==> config.mk <==
export PLATFORM = sky130hd
export DESIGN_NAME = lsu_regmap
export DESIGN_NICKNAME = d
export VERILOG_FILES = /design/src/rtl/lsu_pkg.sv /design/src/rtl/lsu_agen.sv /design/src/rtl/lsu_lane.sv /design/src/rtl/lsu_ctrl.sv /design/src/rtl/lsu_regmap.sv
export SDC_FILE = /design/constraint.sdc
export NUM_CORES = 1
export LEC_CHECK = 0
export BUFFER_PORTS_ARGS = -buffer_cell sky130_fd_sc_hd__buf_2
export CAP_MARGIN = 10
export CORE_MARGIN = 2
export CORE_UTILIZATION = 45
export CTS_CLUSTER_DIAMETER = 120
export DETAILED_ROUTE_END_ITERATION = 8
export PLACE_DENSITY = 0.81
export SLEW_MARGIN = 20
export SYNTH_ARGS = -nofsm -noshare
export SYNTH_HDL_FRONTEND = slang
export SYNTH_SLANG_ARGS = --single-unit
export TNS_END_PERCENT = 20
==> constraint.sdc <==
create_clock -name clk -period 2.42 [get_ports clk]
set_clock_uncertainty 0.05 [all_clocks]
set_input_delay 0.484 -clock clk [delete_from_list [all_inputs] [get_ports clk]]
set_output_delay 0.484 -clock clk [all_outputs]
set_load 0.01 [all_outputs]
==> src/rtl/lsu_pkg.sv <==
package lsu_pkg;

  typedef enum logic [2:0] {
    OP_LD_W  = 3'd0,
    OP_LD_HU = 3'd1,
    OP_LD_HS = 3'd2,
    OP_LD_BU = 3'd3,
    OP_LD_BS = 3'd4,
    OP_ST_W  = 3'd5,
    OP_ST_H  = 3'd6,
    OP_ST_B  = 3'd7
  } lsu_op_e;

  typedef enum logic [1:0] {
    SZ_BYTE = 2'd0,
    SZ_HALF = 2'd1,
    SZ_WORD = 2'd2
  } lsu_size_e;

  typedef struct packed {
    logic      is_store;
    logic      sign_ext;
    lsu_size_e size;
  } lsu_dec_t;

  function automatic lsu_dec_t lsu_decode(lsu_op_e op);
    lsu_dec_t d;
    d = '{is_store: 1'b0, sign_ext: 1'b0, size: SZ_WORD};
    case (op)
      OP_LD_W:  d = '{is_store: 1'b0, sign_ext: 1'b0, size: SZ_WORD};
      OP_LD_HU: d = '{is_store: 1'b0, sign_ext: 1'b0, size: SZ_HALF};
      OP_LD_HS: d = '{is_store: 1'b0, sign_ext: 1'b1, size: SZ_HALF};
      OP_LD_BU: d = '{is_store: 1'b0, sign_ext: 1'b0, size: SZ_BYTE};
      OP_LD_BS: d = '{is_store: 1'b0, sign_ext: 1'b1, size: SZ_BYTE};
      OP_ST_W:  d = '{is_store: 1'b1, sign_ext: 1'b0, size: SZ_WORD};
      OP_ST_H:  d = '{is_store: 1'b1, sign_ext: 1'b0, size: SZ_HALF};
      OP_ST_B:  d = '{is_store: 1'b1, sign_ext: 1'b0, size: SZ_BYTE};
      default:  d = '{is_store: 1'b0, sign_ext: 1'b0, size: SZ_WORD};
    endcase
    return d;
  endfunction

endpackage

==> src/rtl/lsu_agen.sv <==
module lsu_agen
  import lsu_pkg::*;
#(
  parameter int unsigned              ADDR_W   = 32,
  parameter int unsigned              DATA_W   = 32,
  parameter int unsigned              DISP_W   = 13,
  parameter int unsigned              RF_WORDS = 128,
  parameter logic [ADDR_W-1:0]        REG_BASE = 32'hFFFF_FE00
) (
  input  logic [ADDR_W-1:0]           base,
  input  logic [DISP_W-1:0]           disp,
  input  lsu_size_e                   size,
  output logic [ADDR_W-1:0]           ea,
  output logic                        win_hit,
  output logic [$clog2(RF_WORDS)-1:0] win_idx,
  output logic [DATA_W/8-1:0]         lane_be,
  output logic                        misaligned
);

  localparam int unsigned LANES = DATA_W / 8;
  localparam int unsigned OFS_W = $clog2(LANES);
  localparam int unsigned IDX_W = $clog2(RF_WORDS);
  localparam logic [ADDR_W-1:0] WIN_MASK = ADDR_W'(RF_WORDS * LANES - 1);

  logic [ADDR_W-1:0] disp_ext;
  logic [OFS_W-1:0]  ofs;

  always_comb begin
    disp_ext = {{(ADDR_W-DISP_W){disp[DISP_W-1]}}, disp};
    ea       = base + disp_ext;
    ofs      = ea[OFS_W-1:0];
    win_hit  = ((ea & ~WIN_MASK) == REG_BASE);
    win_idx  = ea[IDX_W+OFS_W-1:OFS_W];
  end

  always_comb begin
    lane_be    = '0;
    misaligned = 1'b0;
    case (size)
      SZ_BYTE: begin
        lane_be    = LANES'(1) << ofs;
        misaligned = 1'b0;
      end
      SZ_HALF: begin
        lane_be    = LANES'(3) << {ofs[OFS_W-1:1], 1'b0};
        misaligned = ofs[0];
      end
      default: begin
        lane_be    = '1;
        misaligned = |ofs;
      end
    endcase
  end

endmodule

==> src/rtl/lsu_lane.sv <==
module lsu_lane
  import lsu_pkg::*;
#(
  parameter int unsigned DATA_W = 32
) (
  input  lsu_size_e                   st_size,
  input  logic [DATA_W-1:0]           st_data,
  output logic [DATA_W-1:0]           st_rep,
  input  lsu_size_e                   ld_size,
  input  logic                        ld_sign,
  input  logic [$clog2(DATA_W/8)-1:0] ld_ofs,
  input  logic [DATA_W-1:0]           rdata,
  output logic [DATA_W-1:0]           ld_val
);

  localparam int unsigned LANES = DATA_W / 8;
  localparam int unsigned OFS_W = $clog2(LANES);

  logic [7:0]  rd_lane [LANES];
  logic [7:0]  byte_v;
  logic [15:0] half_v;

  for (genvar g = 0; g < LANES; g++) begin : g_lane
    assign rd_lane[g] = rdata[8*g +: 8];
  end

  always_comb begin
    st_rep = st_data;
    case (st_size)
      SZ_BYTE: for (int i = 0; i < LANES; i++)   st_rep[8*i  +: 8]  = st_data[7:0];
      SZ_HALF: for (int i = 0; i < LANES/2; i++) st_rep[16*i +: 16] = st_data[15:0];
      default: st_rep = st_data;
    endcase
  end

  always_comb begin
    byte_v = rd_lane[ld_ofs];
    half_v = {rd_lane[{ld_ofs[OFS_W-1:1], 1'b1}], rd_lane[{ld_ofs[OFS_W-1:1], 1'b0}]};
    case (ld_size)
      SZ_BYTE: ld_val = {{(DATA_W-8){ld_sign & byte_v[7]}}, byte_v};
      SZ_HALF: ld_val = {{(DATA_W-16){ld_sign & half_v[15]}}, half_v};
      default: ld_val = rdata;
    endcase
  end

endmodule

==> src/rtl/lsu_ctrl.sv <==
module lsu_ctrl
  import lsu_pkg::*;
#(
  parameter int unsigned ADDR_W = 32,
  parameter int unsigned DATA_W = 32,
  parameter int unsigned IDX_W  = 7
) (
  input  logic                clk,
  input  logic                rst_n,
  input  logic                req_valid,
  input  logic [ADDR_W-1:0]   ea_d,
  input  logic                hit_d,
  input  logic                mis_d,
  input  logic                st_d,
  input  logic                sgn_d,
  input  lsu_size_e           size_d,
  input  logic [DATA_W/8-1:0] be_d,
  input  logic [IDX_W-1:0]    idx_d,
  input  logic [DATA_W-1:0]   wd_d,
  input  logic [DATA_W-1:0]   ld_val,
  output logic                acc_q,
  output logic [ADDR_W-1:0]   ea_q,
  output logic                hit_q,
  output logic                mis_q,
  output logic                st_q,
  output logic                sgn_q,
  output lsu_size_e           size_q,
  output logic [DATA_W/8-1:0] be_q,
  output logic [IDX_W-1:0]    idx_q,
  output logic [DATA_W-1:0]   wd_q,
  output logic                done_q,
  output logic                mis_out_q,
  output logic [DATA_W-1:0]   ld_q
);

  logic              acc_d;
  logic              done_d;
  logic              mis_out_d;
  logic [DATA_W-1:0] ld_d;
  logic              cap_en;

  always_comb begin
    acc_d     = req_valid & ~acc_q;
    cap_en    = acc_d;
    done_d    = acc_q;
    mis_out_d = acc_q & mis_q;
    ld_d      = (acc_q & ~st_q & ~mis_q) ? ld_val : '0;
  end

  always_ff @(posedge clk or negedge rst_n) begin
    if (!rst_n) begin
      acc_q     <= 1'b0;
      done_q    <= 1'b0;
      mis_out_q <= 1'b0;
      ld_q      <= '0;
    end else begin
      acc_q     <= acc_d;
      done_q    <= done_d;
      mis_out_q <= mis_out_d;
      ld_q      <= ld_d;
    end
  end

  always_ff @(posedge clk) begin
    if (cap_en) begin
      ea_q   <= ea_d;
      hit_q  <= hit_d;
      mis_q  <= mis_d;
      st_q   <= st_d;
      sgn_q  <= sgn_d;
      size_q <= size_d;
      be_q   <= be_d;
      idx_q  <= idx_d;
      wd_q   <= wd_d;
    end
  end

  AST_ACCESS_ONE_CYCLE: assert property (@(posedge clk) disable iff (!rst_n)
    acc_q |=> !acc_q);
  AST_DONE_AFTER_ACCESS: assert property (@(posedge clk) disable iff (!rst_n)
    done_q |-> $past(acc_q));
  AST_STORE_ZERO_RESULT: assert property (@(posedge clk) disable iff (!rst_n)
    (done_q && $past(st_q)) |-> (ld_q == '0));

endmodule

==> src/rtl/lsu_regmap.sv <==
module lsu_regmap
  import lsu_pkg::*;
#(
  parameter int unsigned       ADDR_W   = 32,
  parameter int unsigned       DATA_W   = 32,
  parameter int unsigned       DISP_W   = 13,
  parameter int unsigned       RF_WORDS = 128,
  parameter logic [ADDR_W-1:0] REG_BASE = 32'hFFFF_FE00
) (
  input  logic                        clk,
  input  logic                        rst_n,
  input  logic                        req_valid,
  input  logic [2:0]                  req_op,
  input  logic [ADDR_W-1:0]           req_base,
  input  logic [DISP_W-1:0]           req_disp,
  input  logic [DATA_W-1:0]           req_wdata,
  output logic                        mem_req,
  output logic                        mem_we,
  output logic [ADDR_W-1:0]           mem_addr,
  output logic [DATA_W/8-1:0]         mem_be,
  output logic [DATA_W-1:0]           mem_wdata,
  input  logic [DATA_W-1:0]           mem_rdata,
  output logic                        rf_req,
  output logic                        rf_we,
  output logic [$clog2(RF_WORDS)-1:0] rf_idx,
  output logic [DATA_W/8-1:0]         rf_be,
  output logic [DATA_W-1:0]           rf_wdata,
  input  logic [DATA_W-1:0]           rf_rdata,
  output logic                        done,
  output logic                        misalign,
  output logic [DATA_W-1:0]           ld_data
);

  localparam int unsigned LANES = DATA_W / 8;
  localparam int unsigned OFS_W = $clog2(LANES);
  localparam int unsigned IDX_W = $clog2(RF_WORDS);

  logic rst_meta_n, rst_sync_n;

  always_ff @(posedge clk or negedge rst_n) begin
    if (!rst_n) begin
      rst_meta_n <= 1'b0;
      rst_sync_n <= 1'b0;
    end else begin
      rst_meta_n <= 1'b1;
      rst_sync_n <= rst_meta_n;
    end
  end

  lsu_dec_t          dec;
  logic [ADDR_W-1:0] ea_d;
  logic              hit_d, mis_d;
  logic [IDX_W-1:0]  idx_d;
  logic [LANES-1:0]  be_d;
  logic [DATA_W-1:0] wd_d;

  logic              acc_q, hit_q, mis_q, st_q, sgn_q, done_q, mis_out_q;
  logic [ADDR_W-1:0] ea_q;
  lsu_size_e         size_q;
  logic [LANES-1:0]  be_q;
  logic [IDX_W-1:0]  idx_q;
  logic [DATA_W-1:0] wd_q, ld_q, ld_val, rd_sel;

  always_comb dec = lsu_decode(lsu_op_e'(req_op));

  lsu_agen #(
    .ADDR_W(ADDR_W), .DATA_W(DATA_W), .DISP_W(DISP_W),
    .RF_WORDS(RF_WORDS), .REG_BASE(REG_BASE)
  ) agen_i (
    .base(req_base), .disp(req_disp), .size(dec.size),
    .ea(ea_d), .win_hit(hit_d), .win_idx(idx_d),
    .lane_be(be_d), .misaligned(mis_d)
  );

  always_comb rd_sel = hit_q ? rf_rdata : mem_rdata;

  lsu_lane #(.DATA_W(DATA_W)) lane_i (
    .st_size(dec.size), .st_data(req_wdata), .st_rep(wd_d),
    .ld_size(size_q), .ld_sign(sgn_q), .ld_ofs(ea_q[OFS_W-1:0]),
    .rdata(rd_sel), .ld_val(ld_val)
  );

  lsu_ctrl #(.ADDR_W(ADDR_W), .DATA_W(DATA_W), .IDX_W(IDX_W)) ctrl_i (
    .clk(clk), .rst_n(rst_sync_n), .req_valid(req_valid),
    .ea_d(ea_d), .hit_d(hit_d), .mis_d(mis_d), .st_d(dec.is_store),
    .sgn_d(dec.sign_ext), .size_d(dec.size), .be_d(be_d), .idx_d(idx_d),
    .wd_d(wd_d), .ld_val(ld_val),
    .acc_q(acc_q), .ea_q(ea_q), .hit_q(hit_q), .mis_q(mis_q), .st_q(st_q),
    .sgn_q(sgn_q), .size_q(size_q), .be_q(be_q), .idx_q(idx_q), .wd_q(wd_q),
    .done_q(done_q), .mis_out_q(mis_out_q), .ld_q(ld_q)
  );

  always_comb begin
    mem_req   = acc_q & ~mis_q & ~hit_q;
    mem_we    = mem_req & st_q;
    mem_addr  = {ea_q[ADDR_W-1:OFS_W], {OFS_W{1'b0}}};
    mem_be    = be_q;
    mem_wdata = wd_q;
    rf_req    = acc_q & ~mis_q & hit_q;
    rf_we     = rf_req & st_q;
    rf_idx    = idx_q;
    rf_be     = be_q;
    rf_wdata  = wd_q;
    done      = done_q;
    misalign  = mis_out_q;
    ld_data   = ld_q;
  end

  AST_SINGLE_TARGET: assert property (@(posedge clk) disable iff (!rst_sync_n)
    !(mem_req && rf_req));
  AST_MISALIGN_QUIET: assert property (@(posedge clk) disable iff (!rst_sync_n)
    misalign |-> $past(!mem_req && !rf_req));
  AST_BYTE_ONE_LANE: assert property (@(posedge clk) disable iff (!rst_sync_n)
    ((mem_req || rf_req) && size_q == SZ_BYTE) |-> ($countones(be_q) == 1));

endmodule

==> metrics list, run 1 <==
- The flow ran to the end, but the final reports show violations.
- The checks that failed: setup timing.
- Dividing total power by cell area gives a power density of 574.7 mW/mm².
* Dpl cells: 1,153
- Post-synthesis async set-or-reset flop share: 0.3333
- Total routing usage reported by global routing: 0.2297
* Floorplan die area: about 0.016 mm²
- The min-delay analysis places its worst path in the category reg2async.
- Compared with the post-synthesis result, the final layout area differs by 36.54%.
* Number of vias in the routed layout: around 6,100
- Ranked by total cell area, the synthesized netlist is headed by sky130_fd_sc_hd__edfxtp_1 (32%), sky130_fd_sc_hd__dfrtp_1 (13%), sky130_fd_sc_hd__buf_4 (8.1%).
* Critical path data required time: about 2.5 ns
* Mean number of vias per cell: 5.226
* CTS tree: yes
- Cell area after layout: 0.009468 mm²
* Number of enable flip-flop cells after synthesis: 74
- Top-level port count: 296
- Post-synthesis cell area: 0.006934 mm²
- Across the VDD grid, the largest voltage drop is 0.2886 mV.
* Die Y-Extent: between 100 and 150 µm
* Clock sink count: 111
* Total of warnings raised by yosys: 0
* Reg2Reg Setup Slack: 0.32 ns
- The worst setup path is of the in2reg kind.
- In this run the critical register-to-register path is captured at ctrl_i.ld_q[28].
- Count of standard-cell rows: 45
- Global-route wire length before repair: 29,250 µm
- Final setup vio count: 8
- Clock-pin slew was measured on the worst setup and hold paths at 0.07 ns.
- Number of instances in the synthesized netlist: around 670
- Peak fanout along the critical path: 2
- The number of antenna diodes in the final layout is 0.
* Commonest cells in the netlist: sky130_fd_sc_hd__buf_4 (75), sky130_fd_sc_hd__edfxtp_1 (74), sky130_fd_sc_hd__nand2_1 (64)
- Effective utilization at floorplan: 0.4578
- Cell type with the largest total area after synthesis: sky130_fd_sc_hd__edfxtp_1
* Min Tclk post-route: 2.890 ns
- Net count of the finished layout: 1,165
- Measured against its own limit, the worst slew margin works out to 0.4071.
* Max frequency: 346.0 MHz
- STA classifies the critical path startpoint as an input pin.
- Among all flip-flop cells after synthesis, the most frequent one is sky130_fd_sc_hd__edfxtp_1.
- The first detailed-routing pass took 5 iterations.
* Post-synthesis sequential area ratio: 0.4540
* Length in cells of the worst reg-to-reg path: 8
* R2r startpoint: ctrl_i.hit_q
- Leaving out filler cells and counting taps, the final layout contains 1,175.
- The root buffer cell chosen for the clock tree is sky130_fd_sc_hd__clkbuf_16.
* Slowest library cell on the worst path: sky130_fd_sc_hd__a311o_1
* Longest individual stage delay on the worst path: 0.37 ns
* TritonCTS Buffers: 9
- Number of pins exceeding their max-slew limit in the final report: 0
- Timing startpoint of the critical path: req_base[1]
* DRC errors left: 0
- Actual slew at the worst max-slew pin: 0.8894 ns
- Endpoints failing hold: 0
* Average wire per cell in the routed design: 16.88 µm
- The clock passes through at most 2 buffers.
- Buffers placed on the I/O ports in this run total slightly below 300.
- Walking the worst path, the cells encountered are buf_2 -> ha_4 -> a21oi_2 -> nor2_2 -> o21ai_4 -> nand3_2 -> a311o_1 -> a211o_1 -> and2_4 -> o41a_1 -> xnor2_2 -> and4b_1.
- Final setup margin: -0.4700 ns
- Yosys instantiated no cell more often than sky130_fd_sc_hd__buf_4.
- The design draws 5.441 mW.
* Final worst path period share: 1.194
* Number of nets with antenna violations after detailed routing: 0
* Data arrival time of the critical path: approximately 3 ns
- The filler cells instantiated in the layout total 1,183.
- The number of global-route vias before repair is around 5,700.
* DP HPWL: about 15,000 µm
- Maximum number of pins on one net before global-route repair: 76
* Category of the worst setup path capture point: flip-flop
- Setup repair after global routing missed its margin: true
- The netlist uses approximately 50 different library cells.
- Summed over all cells, the static leakage comes to 4.541 nW.
- Global routing finished with a remaining overflow of 0.
- Width of the chip: 128.1 µm
- Drt initial violations: slightly below 400
* Max-Cap Viols: 0
- Routability-driven placement finished with a final weighted congestion of between 0.8 and 0.9.
* Placeable core region: between 0.015 and 0.02 mm²
- Counting flops and latches in the post-synthesis netlist gives around 110.
- Cell area reported after detailed placement: roughly 0.009 mm²
- Overall routed net length: 19,830 µm
- Worst-Skew Late Latency: roughly 0.34 ns
- Mean area per synthesized cell: 10.38 µm²
- In this run the worst setup path terminates at ctrl_i.hit_q.
* Share of cells above drive strength 1: 0.5106
- Share of Yosys cell area claimed by the top area cell type: 0.3205
* Initial antenna violation count: 0
- Maximum level of the CTS H-tree: 3
==> cell type report <==
type                            count  area, µm²  share of cell area
Multi-Input combinational cell    441       3406              0.3597
Sequential cell                   111       3148              0.3325
Timing Repair Buffer              402       2325              0.2455
Tap cell                          188      235.2             0.02484
Clock buffer                       10      229.0             0.02418
Inverter                           17      63.81            0.006740
Clock inverter                      6      61.31            0.006475
==> power breakdown <==
part           internal, mW  switching, mW
registers              2.22         0.0705
clock network         0.799          0.674
logic                 0.816          0.860
==> state kept, by name, summed over array words and instances (netlist names), 2 cells and up <==
register	cells
ctrl_i.be_q	4
ctrl_i.ld_q	32
ctrl_i.size_q	2
ctrl_i.ea_q	26
ctrl_i.idx_q	6
ctrl_i.wd_q	32
==> critical path, delay by kind of cell <==
kind            cells  cell delay, ns
xor+xnor            1            0.15
buf+inv             1            0.13
simple gates        4            0.53
compound gates      5            1.42
fa+ha+maj           1            0.24
==> repair_timing <==
| item | in CTS | in global routing |
|---|---|---|
| buffers inserted | 3 | 2 |
| endpoints found under the hold margin | 2 | 0 |
| setup endpoints to repair | 9 | 10 |
| gates cloned | 0 | 0 |
| resized for setup | 19 | 24 |
| hold buffers | 1 | 0 |
| pin swaps | 9 | 20 |
==> per-layer routing <==
layer  wire length (µm)  track usage
met1               8221       0.2961
met2              10070       0.3951
met3               1020      0.02546
met4                521      0.09373
met5                  0            0
==> kinds of logic (layout without fill, tap and decap cells) <==
group | count (synthesis) | count (layout) | share of synthesized area
simple gates | 176 | 176 | 0.1249
compound gates | 144 | 144 | 0.1283
buf+inv | 117 | 435 | 0.1039
flops | 111 | 111 | 0.4540
mux | 52 | 52 | 0.08282
fa+ha+maj | 36 | 36 | 0.06604
xor+xnor | 30 | 30 | 0.03898
other cells | 2 | 3 | 0.001083
==> metrics by stage <==
step / hold WS (ns) / setup slack (ns) / TNS, ns / utilization
2_1_floorplan: 0.1384 / -0.5591 / -1.463 / -
6_report: 0.2244 / -0.4700 / -1.426 / 0.6251
3_5_place_dp: 0.2205 / -0.8238 / -6.095 / 0.5869
5_1_grt: 0.2956 / -0.5223 / -1.916 / 0.6251
3_3_place_gp: 0.2217 / -0.7619 / -5.475 / 0.5869
4_1_cts: 0.2419 / -0.3714 / -0.8849 / 0.6144
==> worst min-delay path by stage <==
stage	from	to	slack (ns)	cells after the start
2_1_floorplan	rst_n	rst_meta_n	0.14	0
3_3_place_gp	rst_n	rst_meta_n	0.22	1
3_5_place_dp	rst_n	rst_sync_n	0.22	1
4_1_cts	rst_sync_n	ctrl_i.ld_q[16]	0.24	1
5_1_grt	rst_sync_n	ctrl_i.ld_q[23]	0.30	1
6_report	rst_sync_n	ctrl_i.ld_q[16]	0.22	1
==> cell usage in the layout, fill, tap and decap left out, types with 5 or more instances in the layout <==
cell / count
sky130_fd_sc_hd__a21oi_1: 46
sky130_fd_sc_hd__a221oi_1: 8
sky130_fd_sc_hd__a31oi_1: 11
sky130_fd_sc_hd__nand2b_1: 12
sky130_fd_sc_hd__buf_4: 107
sky130_fd_sc_hd__mux2i_1: 17
sky130_fd_sc_hd__o21ai_0: 21
sky130_fd_sc_hd__ha_1: 23
sky130_fd_sc_hd__a21oi_2: 10
sky130_fd_sc_hd__nand3_1: 11
sky130_fd_sc_hd__xor2_1: 7
sky130_fd_sc_hd__xnor2_1: 18
sky130_fd_sc_hd__nor2b_1: 14
sky130_fd_sc_hd__inv_1: 17
sky130_fd_sc_hd__nand2_1: 64
sky130_fd_sc_hd__mux2_2: 33
sky130_fd_sc_hd__edfxtp_1: 74
sky130_fd_sc_hd__or2_2: 8
sky130_fd_sc_hd__nor2_1: 32
sky130_fd_sc_hd__dfrtp_1: 37
sky130_fd_sc_hd__a21o_1: 10
sky130_fd_sc_hd__buf_2: 289
sky130_fd_sc_hd__and4_1: 5
sky130_fd_sc_hd__a211oi_1: 9
sky130_fd_sc_hd__ha_4: 12
sky130_fd_sc_hd__o21ai_1: 5
sky130_fd_sc_hd__clkbuf_16: 9
(Power assumes the default switching activity.)
==> run 2: changes to the inputs <==
--- a/config.mk
+++ b/config.mk
@@ -11,7 +11,7 @@
 export CORE_UTILIZATION = 45
 export CTS_CLUSTER_DIAMETER = 120
 export DETAILED_ROUTE_END_ITERATION = 8
-export PLACE_DENSITY = 0.81
+export PLACE_DENSITY = 0.76
 export SLEW_MARGIN = 20
 export SYNTH_ARGS = -nofsm -noshare
 export SYNTH_HDL_FRONTEND = slang
==> run 2 against run 1 <==
  * Final area up 2.9%
  * The run still ends with setup timing left
  * Critical endpoint unchanged
  * Utilization up 1.8 points
  * Combinational power up 5%
==> metrics list, run 2 (synthesis gave the netlist of run 1 again) <==
- The largest single stage delay on the critical path is 0.36 ns.
- In the layout the commonest cells are sky130_fd_sc_hd__buf_2 (285), sky130_fd_sc_hd__buf_4 (118), sky130_fd_sc_hd__edfxtp_1 (74), sky130_fd_sc_hd__nand2_1 (63), sky130_fd_sc_hd__a21oi_1 (43).
- CTS Root Cell: sky130_fd_sc_hd__clkbuf_16
- Together, buffers and inverters on the worst path number 3.
- Layout-stage area growth over the synthesis result: 40.54%
- TritonCTS created 9 clock buffers.
- The number of antenna violations at the first check in global routing was 2.
* Detailed-router iteration count before antenna repair: 5
- Reg2Reg Setup Slack: 0.15 ns
- The clock net in this run drives a total of roughly 110 sinks.
* Floorplan die area: ~0.016 mm²
- The finished layout holds 1,189 standard cells, fillers aside.
- The count of nets left with antenna violations once routing finished came out at 0.
- Power comes to 5.594 mW.
- The library cell used most frequently in the layout, excluding fill and tap cells, is sky130_fd_sc_hd__buf_2.
- For this design, the slowest cell found on the critical path is sky130_fd_sc_hd__fa_2.
- The checks that failed: setup timing.
- For the worst setup path, the data required time is 2.59 ns.
* Share of cells above drive strength 1: 0.5395
* Net count of the finished layout: about 1,200
- Final setup vio count: 4
* DP HPWL: 15,300 µm
- P per Cell Area: 574.0 mW/mm²
- R2r startpoint: ctrl_i.hit_q
* Actual slew at the worst max-slew pin: roughly 0.8 ns
- Cells along the critical path: buf_6 -> ha_4 -> inv_2 -> fa_2 -> nand2b_4 -> a21oi_4 -> nor2_2 -> o21ai_2 -> a41o_2 -> buf_4 -> a41oi_2 -> xnor2_1 -> and4_1 -> and4_1 -> and4b_1
- The most numerous cell type found on the critical path is sky130_fd_sc_hd__and4_1.
- The number of cells on the worst reg-to-reg path is 8.
* Critical setup path kind: in2reg
- Effective utilization at floorplan: 0.4578
* Count of standard-cell rows: 45
- Category of the worst setup path capture point: flip-flop
* Final setup margin: -0.3811 ns
- Counting along the longest clock path gives a buffer depth of 2.
* Data arrival time of the critical path: ~3 ns
- Port-buffer cells: 293
* Peak fanout along the critical path: 3
- In this run the static leakage power is approximately 4.6 nW.
- CTS tree: yes
* Nature of the critical path startpoint: input pin
- Max-Cap Viols: 0
- Entering global routing, the biggest net connects 76 pins.
- Aggregate global routing overflow: 0
- Mean number of vias per cell: 5.277
* DRC errors left: 0
- The flow ran to the end, but the final reports show violations.
* Placeable core region: 0.01515 mm²
* Average wire per cell in the routed design: 17.02 µm
- Layout fillers: ~1,200
- Setup repair after global routing missed its margin: true
* Max frequency: roughly 360 MHz
- Cell family with most CP delay: simple AND/OR/NAND/NOR gates
- Placer's final routability congestion estimate: between 0.9 and 1
* Dpl cells: between 1,000 and 1,500
* Destination of the worst register-to-register timing path: ctrl_i.ld_q[17]
* Min Tclk post-route: 2.801 ns
- The largest registers in the layout are ctrl_i.ld_q: 32 flops, ctrl_i.wd_q: 32 flops, ctrl_i.ea_q: 26 flops.
- Worst-Skew Late Latency: between 0.3 and 0.4 ns
* Global-route wire length before repair: 29,350 µm
- Endpoints failing hold: 0
- Total routing usage reported by global routing: 0.2300
- Die Y-Extent: between 100 and 150 µm
- The H-tree generated during clock tree synthesis spans 3 levels.
- Drt initial violations: 387
- Maximum VDD drop: 0.3275 mV
- Clock-pin slew was measured on the worst setup and hold paths at ~0.08 ns.
- Width of the chip: 128.1 µm
* Number of pins exceeding their max-slew limit in the final report: 0
* Overall routed net length: between 20,000 and 25,000 µm
* Headroom to the max-slew limit: 0.4709
* Worst hold path class: reg2async
* Top-level port count: 296
* Via count of the first global-routing pass: about 6,000
* Number of vias in the routed layout: 6,274
- Of the available clock period, the critical path in the final layout requires 1.157.
==> run 2: layer usage <==
metal  share of wire  track usage  up-vias
li1                -            -     2979
met1            0.39       0.2790     2960
met2            0.51       0.4020      287
met3           0.070      0.04591       48
met4           0.029      0.09179        0
met5               0            0        -
==> run 2: worst max path at each step <==
stage | start | endpoint | depth (start not counted)
5_1_grt | req_disp[0] | ctrl_i.hit_q | 15
2_1_floorplan | req_base[6] | ctrl_i.hit_q | 11
6_report | req_disp[0] | ctrl_i.hit_q | 15
3_5_place_dp | req_base[0] | ctrl_i.hit_q | 15
3_3_place_gp | req_base[0] | ctrl_i.hit_q | 15
4_1_cts | req_base[6] | ctrl_i.hit_q | 12
==> run 2: repair_timing <==
item                                   CTS  global route
setup buffers                            6             7
endpoints found under the hold margin    2             0
pin swaps                               22            26
resized for setup                       30            45
hold buffers                             1             0
setup endpoints to repair                9            10
==> run 2: final cells by class <==
class	instances	area (µm²)	area share
inverters	17	63.81	0.006548
diodes	2	5.005	0.0005135
clock inverters	6	81.33	0.008345
flip-flops and latches	111	3148	0.3230
clock buffers	10	229.0	0.02349
repair buffers	414	2444	0.2507
multi-input cells	441	3540	0.3632
well taps	188	235.2	0.02414
==> run 2: through the flow <==
step | instance area, µm² | setup TNS [ns] | setup WS [ns] | utilization | hold WS (ns)
floorplan | 7074 | -1.463 | -0.5591 | - | 0.1384
CTS | 9458 | -0.6691 | -0.3304 | 0.6245 | 0.2449
global placement | 8927 | -6.050 | -0.8682 | 0.5894 | 0.2212
detailed placement | 8927 | -6.779 | -0.9081 | 0.5894 | 0.2215
finish | 9746 | -0.6342 | -0.3811 | 0.6435 | 0.2220
global route | 9743 | -1.010 | -0.4505 | 0.6433 | 0.2839
==> run 2: power by group <==
part | switching [mW] | total (mW) | internal (mW) | leakage, nW
clock network | 0.724 | 1.55 | 0.825 | 0.144
registers | 0.0679 | 2.29 | 2.22 | 1.21
logic | 0.894 | 1.76 | 0.864 | 3.28
==> run 3: changes to the inputs <==
--- a/config.mk
+++ b/config.mk
@@ -16,4 +16,3 @@
 export SYNTH_ARGS = -nofsm -noshare
 export SYNTH_HDL_FRONTEND = slang
 export SYNTH_SLANG_ARGS = --single-unit
-export TNS_END_PERCENT = 20
==> run 3 against run 2 <==
  * Fmax about the same
  * Total power decreased by 0.51%
  * Largest power group unchanged
  * Largest cell class unchanged
  * Highest routed layer is now met5
  * Setup slack improved by 0.00090 ns
  * Routed wire length increased by 1.5%
  * The run still ends with setup timing left
  * Die area unchanged
  * Register-to-register slack improved by 0.11 ns
  * Clock-buffer cell count unchanged
  * Final area about the same
  * Via count increased by 0.40%
==> metrics list, run 3 (synthesis gave the netlist of run 1 again) <==
- Count of standard-cell rows: 45
* Drt initial violations: approximately 290
- Data arrival time of the critical path: 2.87 ns
- Derived from the worst setup path, the maximum achievable clock frequency is 357.1 MHz.
* Total design power: 5.565 mW
- Of the total power, the share spent switching nets is 0.3079.
* Final worst path period share: 1.157
* Final setup margin: -0.3802 ns
- At the end of routability-driven placement, the weighted congestion stood at 0.8965.
- The worst setup path is launched from an input pin.
- Clock sink count: 111
- Length in cells of the worst reg-to-reg path: 7
* Number of vias in the routed layout: between 6,000 and 7,000
- Power spread over the standard cell area amounts to 570.5 mW/mm².
- The checks that failed: setup timing.
* Part of the total power dissipated in the clock network: 0.271
- Across the run, the number of max-cap violations was 0.
- Internal power comes to 3.852 mW.
- Hold timing on the final database bottoms out at a slack of approximately 0.24 ns.
* Worst hold path class: reg2async
- In this run the number of H-tree levels came out at 3.
* Leading cell type in the layout, fill and taps excluded: sky130_fd_sc_hd__buf_2
- The final hold violation count was 0.
- Pin placement for this block handled roughly 300 I/O pins.
* Die Y-Extent: 128.1 µm
- Using the TritonRoute via totals, the vias-per-cell ratio works out to 5.298.
- Net count of the finished layout: 1,176
- Detailed-router iteration count before antenna repair: 5
- CTS placed an instance of sky130_fd_sc_hd__clkbuf_16 at the clock tree root.
- Leakage power of the design: 4.664 nW
* Effective utilization at floorplan: 0.4578
- The worst setup path is of the in2reg kind.
* CTS max path bufs: 2
- Along the worst path, the maximum fanout reaches 3.
- Number of nets with antenna violations after detailed routing: 0
- Counting the buffers created by CTS gives 9.
- Of the total power, registers draw 0.411.
- Clock-pin slew on the worst setup and hold paths: approximately 0.080 ns
- TritonCTS built the clock tree.
- Worst-Skew Late Latency: 0.35 ns
- Average wire per cell in the routed design: 17.28 µm
* Actual slew at the worst max-slew pin: 0.6950 ns
- Placeable core region: 0.01515 mm²
- Detailed placement finished with a half-perimeter wire length of 15,470 µm.
- The floorplan step defined a die boundary enclosing about 0.016 mm².
- R2r startpoint: ctrl_i.hit_q
- Of the total power, combinational logic draws 0.318.
- After global routing the overflow that remains totals 0.
- Entering global routing, the biggest net connects 76 pins.
* Min Tclk post-route: 2.800 ns
- STA classifies the critical path endpoint as a flip-flop.
- Relative to the synthesized area, the layout overhead comes to 40.67%.
- Buffers placed on the I/O ports in this run total 293.
- DRC errors left: 0
* Final setup vio count: 8
- Of the cells placed in the final design, the portion with a size suffix greater than 1 is 0.5281.
* Maximum VDD drop: roughly 0.40 mV
* Destination of the worst register-to-register timing path: ctrl_i.ld_q[8]
* Number of pins exceeding their max-slew limit in the final report: 0
* Initial antenna violation count: 3
- Data on the critical path is required at its endpoint by 2.49 ns.
- The run finished, with violations left.
- Power spent charging and discharging nets: between 1.5 and 2 mW
- Summed over all layers, the routed wires come to 20,540 µm.
- Reg2Reg Setup Slack: 0.26 ns
- Width of the chip: 128.1 µm
- The number of global-route vias before repair came to 6,008.
- Across every metal layer, demand over resource in global routing totals 0.2388.
- In the final layout, the registers with the most flip-flops are ctrl_i.ld_q: 32 flops, ctrl_i.wd_q: 32 flops, ctrl_i.ea_q: 26 flops.
- Setup repair after global routing missed its margin: true
- Global-route wire length before repair: a little over 30,000 µm
- Adding up every negative setup slack in the final design gives -1.097 ns.
* Highest-count cells in the layout ignoring fill and taps: sky130_fd_sc_hd__buf_2 (281), sky130_fd_sc_hd__buf_4 (109), sky130_fd_sc_hd__edfxtp_1 (74), sky130_fd_sc_hd__nand2_1 (64), sky130_fd_sc_hd__a21oi_1 (46)
- The worst pin sits at a relative slew slack of 0.5345.
==> run 3: timing repair <==
item / CTS / global route
endpoints found under the hold margin: 2 / 0
pin swaps: 30 / 20
buffers inserted: 11 / 5
setup endpoints to repair: 8 / 15
hold buffers: 1 / 0
gates resized for setup: 35 / 26
==> run 3: layer usage <==
layer	share of wire	GRT usage	routed length, µm
met5	0.00034	0	7
met4	0.022	0.08403	454
met3	0.064	0.04466	1324
met2	0.52	0.4357	10670
met1	0.39	0.2806	8090
==> run 3: area by class of cell <==
cell class	instances	area [µm²]
Clock buffer	10	239.0
Timing Repair Buffer	413	2521
Tap cell	188	235.2
Antenna cell	3	7.507
Clock inverter	6	62.56
Multi-Input combinational cell	441	3477
Sequential cell	111	3148
Fill cell	1186	5391
Inverter	17	63.81
==> run 3: worst max-delay path by stage <==
| stage | startpoint | slack [ns] | endpoint | cells past startpoint |
|---|---|---|---|---|
| 4_1_cts | req_base[6] | -0.40 | ctrl_i.hit_q | 12 |
| 3_5_place_dp | req_base[1] | -0.89 | ctrl_i.hit_q | 12 |
| 5_1_grt | req_disp[0] | -0.48 | ctrl_i.hit_q | 16 |
| 3_3_place_gp | req_base[1] | -0.83 | ctrl_i.hit_q | 12 |
| 2_1_floorplan | req_base[6] | -0.56 | ctrl_i.hit_q | 11 |
| 6_report | req_base[6] | -0.38 | ctrl_i.hit_q | 12 |
==> run 3: worst max-delay path: stages <==
cell and delay (ns):
sky130_fd_sc_hd__buf_6 0.10, sky130_fd_sc_hd__ha_4 0.23, sky130_fd_sc_hd__and3_4 0.18, sky130_fd_sc_hd__and4_4 0.17, sky130_fd_sc_hd__o21ai_2 0.07, sky130_fd_sc_hd__nand3_2 0.10
sky130_fd_sc_hd__a311o_1 0.32, sky130_fd_sc_hd__a211o_1 0.31, sky130_fd_sc_hd__and2_4 0.15, sky130_fd_sc_hd__o41a_1 0.41, sky130_fd_sc_hd__xnor2_2 0.17, sky130_fd_sc_hd__and4b_1 0.17
==> run 3: stage by stage <==
stage | area [µm²] | utilization | worst slack [ns] | instances
4_1_cts | 9558 | 0.6311 | -0.3996 | 1182
3_5_place_dp | 8956 | 0.5913 | -0.8915 | 1154
6_report | 9754 | 0.6440 | -0.3802 | 1189
5_1_grt | 9747 | 0.6435 | -0.4824 | 1186
3_3_place_gp | 8956 | 0.5913 | -0.8279 | 1154
2_1_floorplan | 7101 | - | -0.5591 | 669
==> run 3: power by group through the flow <==
stage | Sequential [mW] | Clock [mW] | Combinational, mW
floorplan | 2.34 | 0 | 0.925
global placement | 2.32 | 0 | 1.56
detailed placement | 2.32 | 0 | 1.59
CTS | 2.29 | 1.54 | 1.69
global route | 2.30 | 1.61 | 1.91
finish | 2.29 | 1.51 | 1.77
